### src/rtl/kbd_pin_irq_pkg.sv
package kbd_pin_irq_pkg;

  typedef enum logic {
    DET_EDGE  = 1'b0,
    DET_LEVEL = 1'b1
  } det_mode_e;

  // Map a synchronized sample onto "active" given the polarity bit.
  function automatic logic is_active(input logic sample, input logic pol);
    return pol ? sample : ~sample;
  endfunction

endpackage

### src/rtl/kbd_sync.sv
module kbd_sync #(
  parameter int WIDTH  = 8,
  parameter int STAGES = 2
) (
  input  logic             clk,
  input  logic             rst_n,
  input  logic [WIDTH-1:0] d_async,
  output logic [WIDTH-1:0] q_sync
);

  localparam int LAST = STAGES - 1;

  logic [WIDTH-1:0] chain [STAGES];

  generate
    for (genvar s = 0; s < STAGES; s++) begin : g_stage
      if (s == 0) begin : g_first
        always_ff @(posedge clk) begin
          if (!rst_n) chain[s] <= '0;
          else        chain[s] <= d_async;
        end
      end else begin : g_next
        always_ff @(posedge clk) begin
          if (!rst_n) chain[s] <= '0;
          else        chain[s] <= chain[s-1];
        end
      end
    end
  endgenerate

  assign q_sync = chain[LAST];

endmodule

### src/rtl/kbd_pin_detect.sv
module kbd_pin_detect
  import kbd_pin_irq_pkg::*;
#(
  parameter int NUM_PINS = 8
) (
  input  logic                clk,
  input  logic                rst_n,
  input  logic [NUM_PINS-1:0] sample,
  input  logic [NUM_PINS-1:0] en,
  input  logic [NUM_PINS-1:0] pol,
  output logic [NUM_PINS-1:0] edge_hit,
  output logic [NUM_PINS-1:0] level_hit
);

  generate
    for (genvar p = 0; p < NUM_PINS; p++) begin : g_pin
      logic act;
      logic armed_q;
      logic en_q;
      logic pol_q;
      logic cfg_chg;

      assign act     = is_active(sample[p], pol[p]);
      assign cfg_chg = (en[p] != en_q) || (pol[p] != pol_q);

      // armed_q: last cycle this pin was enabled and seen inactive.
      always_ff @(posedge clk) begin
        if (!rst_n) begin
          armed_q <= 1'b0;
          en_q    <= 1'b0;
          pol_q   <= 1'b0;
        end else begin
          armed_q <= en[p] && !act;
          en_q    <= en[p];
          pol_q   <= pol[p];
        end
      end

      assign edge_hit[p]  = en[p] && !cfg_chg && armed_q && act;
      assign level_hit[p] = en[p] && act;
    end
  endgenerate

endmodule

### src/rtl/kbd_pend_flag.sv
module kbd_pend_flag
  import kbd_pin_irq_pkg::*;
(
  input  logic      clk,
  input  logic      rst_n,
  input  det_mode_e mode,
  input  logic      edge_any,
  input  logic      level_any,
  input  logic      ack,
  output logic      pend
);

  logic hold;
  logic clr;
  logic pend_d;

  assign hold   = (mode == DET_LEVEL) && level_any;
  assign clr    = ack && !hold;
  assign pend_d = edge_any || (pend && !clr);

  always_ff @(posedge clk) begin
    if (!rst_n) pend <= 1'b0;
    else        pend <= pend_d;
  end

endmodule

### src/rtl/kbd_pin_irq.sv
module kbd_pin_irq
  import kbd_pin_irq_pkg::*;
#(
  parameter int NUM_PINS    = 8,
  parameter int SYNC_STAGES = 2
) (
  input  logic                clk,
  input  logic                rst_n,
  input  logic [NUM_PINS-1:0] pin_raw,
  input  logic [NUM_PINS-1:0] pin_en,
  input  logic [NUM_PINS-1:0] pin_pol,
  input  logic                level_mode,
  input  logic                irq_en,
  input  logic                ack,
  output logic                pend,
  output logic                irq
);

  logic [NUM_PINS-1:0] pin_s;
  logic [NUM_PINS-1:0] edge_vec;
  logic [NUM_PINS-1:0] lvl_vec;
  logic                edge_any;
  logic                lvl_any;
  det_mode_e           mode;

  assign mode = det_mode_e'(level_mode);

  kbd_sync #(.WIDTH(NUM_PINS), .STAGES(SYNC_STAGES)) u_sync (
    .clk     (clk),
    .rst_n   (rst_n),
    .d_async (pin_raw),
    .q_sync  (pin_s)
  );

  kbd_pin_detect #(.NUM_PINS(NUM_PINS)) u_det (
    .clk       (clk),
    .rst_n     (rst_n),
    .sample    (pin_s),
    .en        (pin_en),
    .pol       (pin_pol),
    .edge_hit  (edge_vec),
    .level_hit (lvl_vec)
  );

  assign edge_any = |edge_vec;
  assign lvl_any  = |lvl_vec;

  kbd_pend_flag u_flag (
    .clk       (clk),
    .rst_n     (rst_n),
    .mode      (mode),
    .edge_any  (edge_any),
    .level_any (lvl_any),
    .ack       (ack),
    .pend      (pend)
  );

  assign irq = pend && irq_en;

endmodule

### config.mk
export PLATFORM = sky130hd
export DESIGN_NAME = kbd_pin_irq
export DESIGN_NICKNAME = d
export VERILOG_FILES = /design/src/rtl/kbd_pin_irq_pkg.sv /design/src/rtl/kbd_sync.sv /design/src/rtl/kbd_pin_detect.sv /design/src/rtl/kbd_pend_flag.sv /design/src/rtl/kbd_pin_irq.sv
export SDC_FILE = /design/constraint.sdc
export NUM_CORES = 1
export LEC_CHECK = 0
export BUFFER_PORTS_ARGS = -buffer_cell sky130_fd_sc_hd__buf_4
export CORE_UTILIZATION = 46
export CTS_CLUSTER_DIAMETER = 40
export CTS_CLUSTER_SIZE = 8
export DETAILED_ROUTE_END_ITERATION = 12
export PLACE_DENSITY = 0.72
export SLEW_MARGIN = 15
export SYNTH_ARGS = -nofsm -noshare
export SYNTH_HDL_FRONTEND = slang
export SYNTH_SLANG_ARGS = --single-unit
### constraint.sdc
create_clock -name clk -period 1.2 [get_ports clk]
set_clock_uncertainty 0.15 [all_clocks]
set_input_delay 0.3 -clock clk [delete_from_list [all_inputs] [get_ports clk]]
set_output_delay 0.3 -clock clk [all_outputs]
set_load 0.03 [all_outputs]
==> results by group <==
Cells and area
  • Post-route cell area: 1920 um^2
  • Multi-input logic area: 618 um^2
  • Share of post-route cells with drive strength above 1: 0.358
  • Filler cells: 210
  • Util after Layout: 0.684
  • Final cell count without fillers: 204
  • Storage cell area: 832 um^2
  • Area delta synth->final: 37.5%
  • Nets: 201
  • ANT cells: 0

GRT
  • Vias in the first global route: 1016
  • Remaining global-route overflow: 0
  • Initial antenna violation count: 0
  • Global-route usage over all layers: 0.192
  • First-pass GRT wire length: 4.60 mm
  • Pin count of the biggest net entering global routing: 23

CTS
  • Clock sink count: 41
  • H-tree levels: 2
  • CTS clock-pin slew for the worst setup and hold paths: 120 ps
  • Clock Tree Buf Depth: 2
  • CTS Buf Count: 5
  • CTS tree: yes
  • Clk_lat worst skew: 340 ps
  • CTS Root Cell: clkbuf_4

Timing
  • Fin Setup TNS: -533 ps
  • RSZ-0062 raised after global routing: yes
  • Final setup vio count: 3
  • Tmin final: 1380 ps
  • PnR worst setup slack: -184 ps
  • Fmax: 723 MHz
  • Worst Hold Margin: 34.9 ps
  • Worst slew pin tran: 272 ps
  • Relative slew slack: 0.817
  • Slew Viols, Final: 0
  • Final Cycle Share: 1.15
  • Endpoints failing hold: 0

Route
  • Initial DRC count: 32
  • Vias per inst: 4.98
  • Vias: 1015
  • Avg WL per Cell: 12.9 um
  • Post-route ant nets: 0
  • DRT Pass-1 Iters: 8
  • # DRC: 3
  • Routed wire length: 2.64 mm

Run
  • Max Cap Viol: 0

Synth
  • Synth Net Count: 157
  • Post-synth EDFFs: 0
  • Post-synthesis sequential area ratio: 0.588
  • Synth Cell Area: 1400 um^2
  • FFs w/ async S/R, synth: 0
  • Synth unique cells: 17
  • Syn Inst Count: 128
  • Largest area contributor in the synthesized netlist: dfxtp_1
  • Synth cell count leaders: dfxtp_1, and2_1, nor3_1, o2111ai_1, xnor2_1
  • Top-count cell post-synth: dfxtp_1
  • Yosys reg bits: 41
  • Ys flop type: dfxtp_1
  • Area contributors post-synth: dfxtp_1, and2_1, o2111ai_1, xnor2_1, and3_1
  • Syn_area_per_cell: 10.9 um^2
  • Top-area cell type share of the netlist area: 0.588
  • Yosys Warn Count: 0

Power and ir drop
  • Leak: 0.811 nW
  • Pint: 2.23 mW
  • IR drop worst, VDD: 1.03 mV
  • Power density over the cells: 1450 nW/um^2
  • Net Sw Frac: 0.201
  • Logic pwr share: 0.091
  • Proportion of power drawn by the clock network: 0.384
  • Switching power of the nets: 561 uW
  • Sequential power share: 0.525

Run status
  • Status: finished, violations left
  • Failing checks: DRC, setup timing

Setup path
  • Slowest CP cell: dfxtp_2
  • Crit path largest cell delay: 350 ps
  • R2R depth: 5
  • Setup CP Type: reg2out
  • Crit-path cells: and2_4, buf_6
  • Critical path peak fanout: 2
  • Worst path required time: 750 ps
  • Worst Path Arrival: 930 ps
  • Startpoint Class: flop
  • Worst setup EP type: primary output

Placed design
  • GP Congestion: 0.703
  • HPWL Detailed: 1.85 mm
  • Number of port buffers: 30
  • Placed cell area: 1660 um^2
  • Placed cell count: 187

Floorplanning
  • Die Wd: 57.1 um
  • Die Ht: 57.1 um
  • Die area: 3260 um^2
  • Core Footprint: 2810 um^2
  • Io pins: 31
  • Initial core utilization: 0.498
  • Site row count: 19

Min path
  • HP Class: in2reg
  • Hold path depth: 2
[area by class of cell]
class                           count  area share
Sequential cell                    41       0.434
Timing Repair Buffer               40       0.171
Clock buffer                        5      0.0196
Clock inverter                      3      0.0339
Multi-Input combinational cell     84       0.322
Tap cell                           31      0.0202
[through the flow]
step	power, mW	worst slack, ps
final	2.79	-184
after floorplan	1.59	1.38
after global placement	1.70	-236
after global routing	2.93	-246
after CTS	2.80	-201
after detailed placement	1.71	-278
[registers in the layout, summed over array words and instances, names as in the netlist]
register             flops
u_det.g_pin.armed_q      8
u_det.g_pin.en_q         8
u_det.g_pin.pol_q        8
u_flag.pend              1
u_sync.chain            16
[power groups by stage]
stage / clock [mW] / combinational (mW) / sequential [mW]
after CTS: 1.09 / 0.246 / 1.46
final: 1.07 / 0.255 / 1.46
after global routing: 1.17 / 0.283 / 1.47
after detailed placement: 0 / 0.220 / 1.49
after floorplan: 0 / 0.107 / 1.48
after global placement: 0 / 0.211 / 1.48
[what timing repair did]
action / in CTS / in global routing
hold endpoints to repair: 6 / 2
hold buffers: 6 / 2
setup endpoints to repair: 3 / 3
setup buffers: 1 / 0
cloned: 0 / 0
gates resized for setup: 14 / 6
pin swaps: 8 / 3
[critical path, delay by kind of cell (launching register included)]
family / cells / cell delay [ps]
flip-flops: 1 / 350
buffers and inverters: 1 / 120
AND/OR/NAND/NOR: 1 / 130
[cells by family (layout without fill, tap and decap cells)]
family                 count (synthesis)  count (layout)  share of synthesized area
XOR/XNOR                               8               8                     0.0502
AO/OA/AOI/OAI                         15              15                     0.0842
buffers and inverters                  3              48                    0.00806
flip-flops                            41              41                      0.588
AND/OR/NAND/NOR                       61              61                      0.270
[per-layer routing]
metal | track usage | up-vias | part of all wire
met5 | 0 | - | 0
li1 | - | 529 | -
met2 | 0.314 | 23 | 0.48
met1 | 0.233 | 458 | 0.46
met3 | 0.0748 | 5 | 0.045
met4 | 0.0627 | 0 | 0.015
[path summary, 6_finish.rpt]
| path | startpoint | to | slack (ps) |
|---|---|---|---|
| setup reg to reg | u_sync.chain[1][7] | u_flag.pend | -170 |
| hold / removal | pin_pol[6] | u_det.g_pin[6].pol_q | 30 |
| setup / recovery | u_flag.pend | irq | -180 |
| hold reg to reg | u_sync.chain[0][0] | u_sync.chain[1][0] | 290 |
[layout by cell type, fill, tap and decap left out]
cell type      synthesis  routed
nor2b_1                5       5
and2_1                32      31
dfxtp_1               41      32
clkbuf_4               0       5
dlygate4sd3_1          0       8
o2111ai_1              8       1
a21boi_2               0       1
and2_2                 1       1
and3_2                 1       1
a22oi_1                4       4
and2b_2                1       1
and3_1                 7       7
and2_4                 0       1
nand2_1                1       1
dfxtp_2                0       9
bufinv_16              0       2
clkinv_2               0       1
nand4_1                3       3
o21ai_2                0       1
o21ai_1                2       1
o2111ai_2              0       7
buf_4                  0      30
and2b_1                2       2
nor3_1                 8       8
buf_6                  0       2
xnor2_1                8       8
Note: power is estimated with default switching activity, not from simulation.
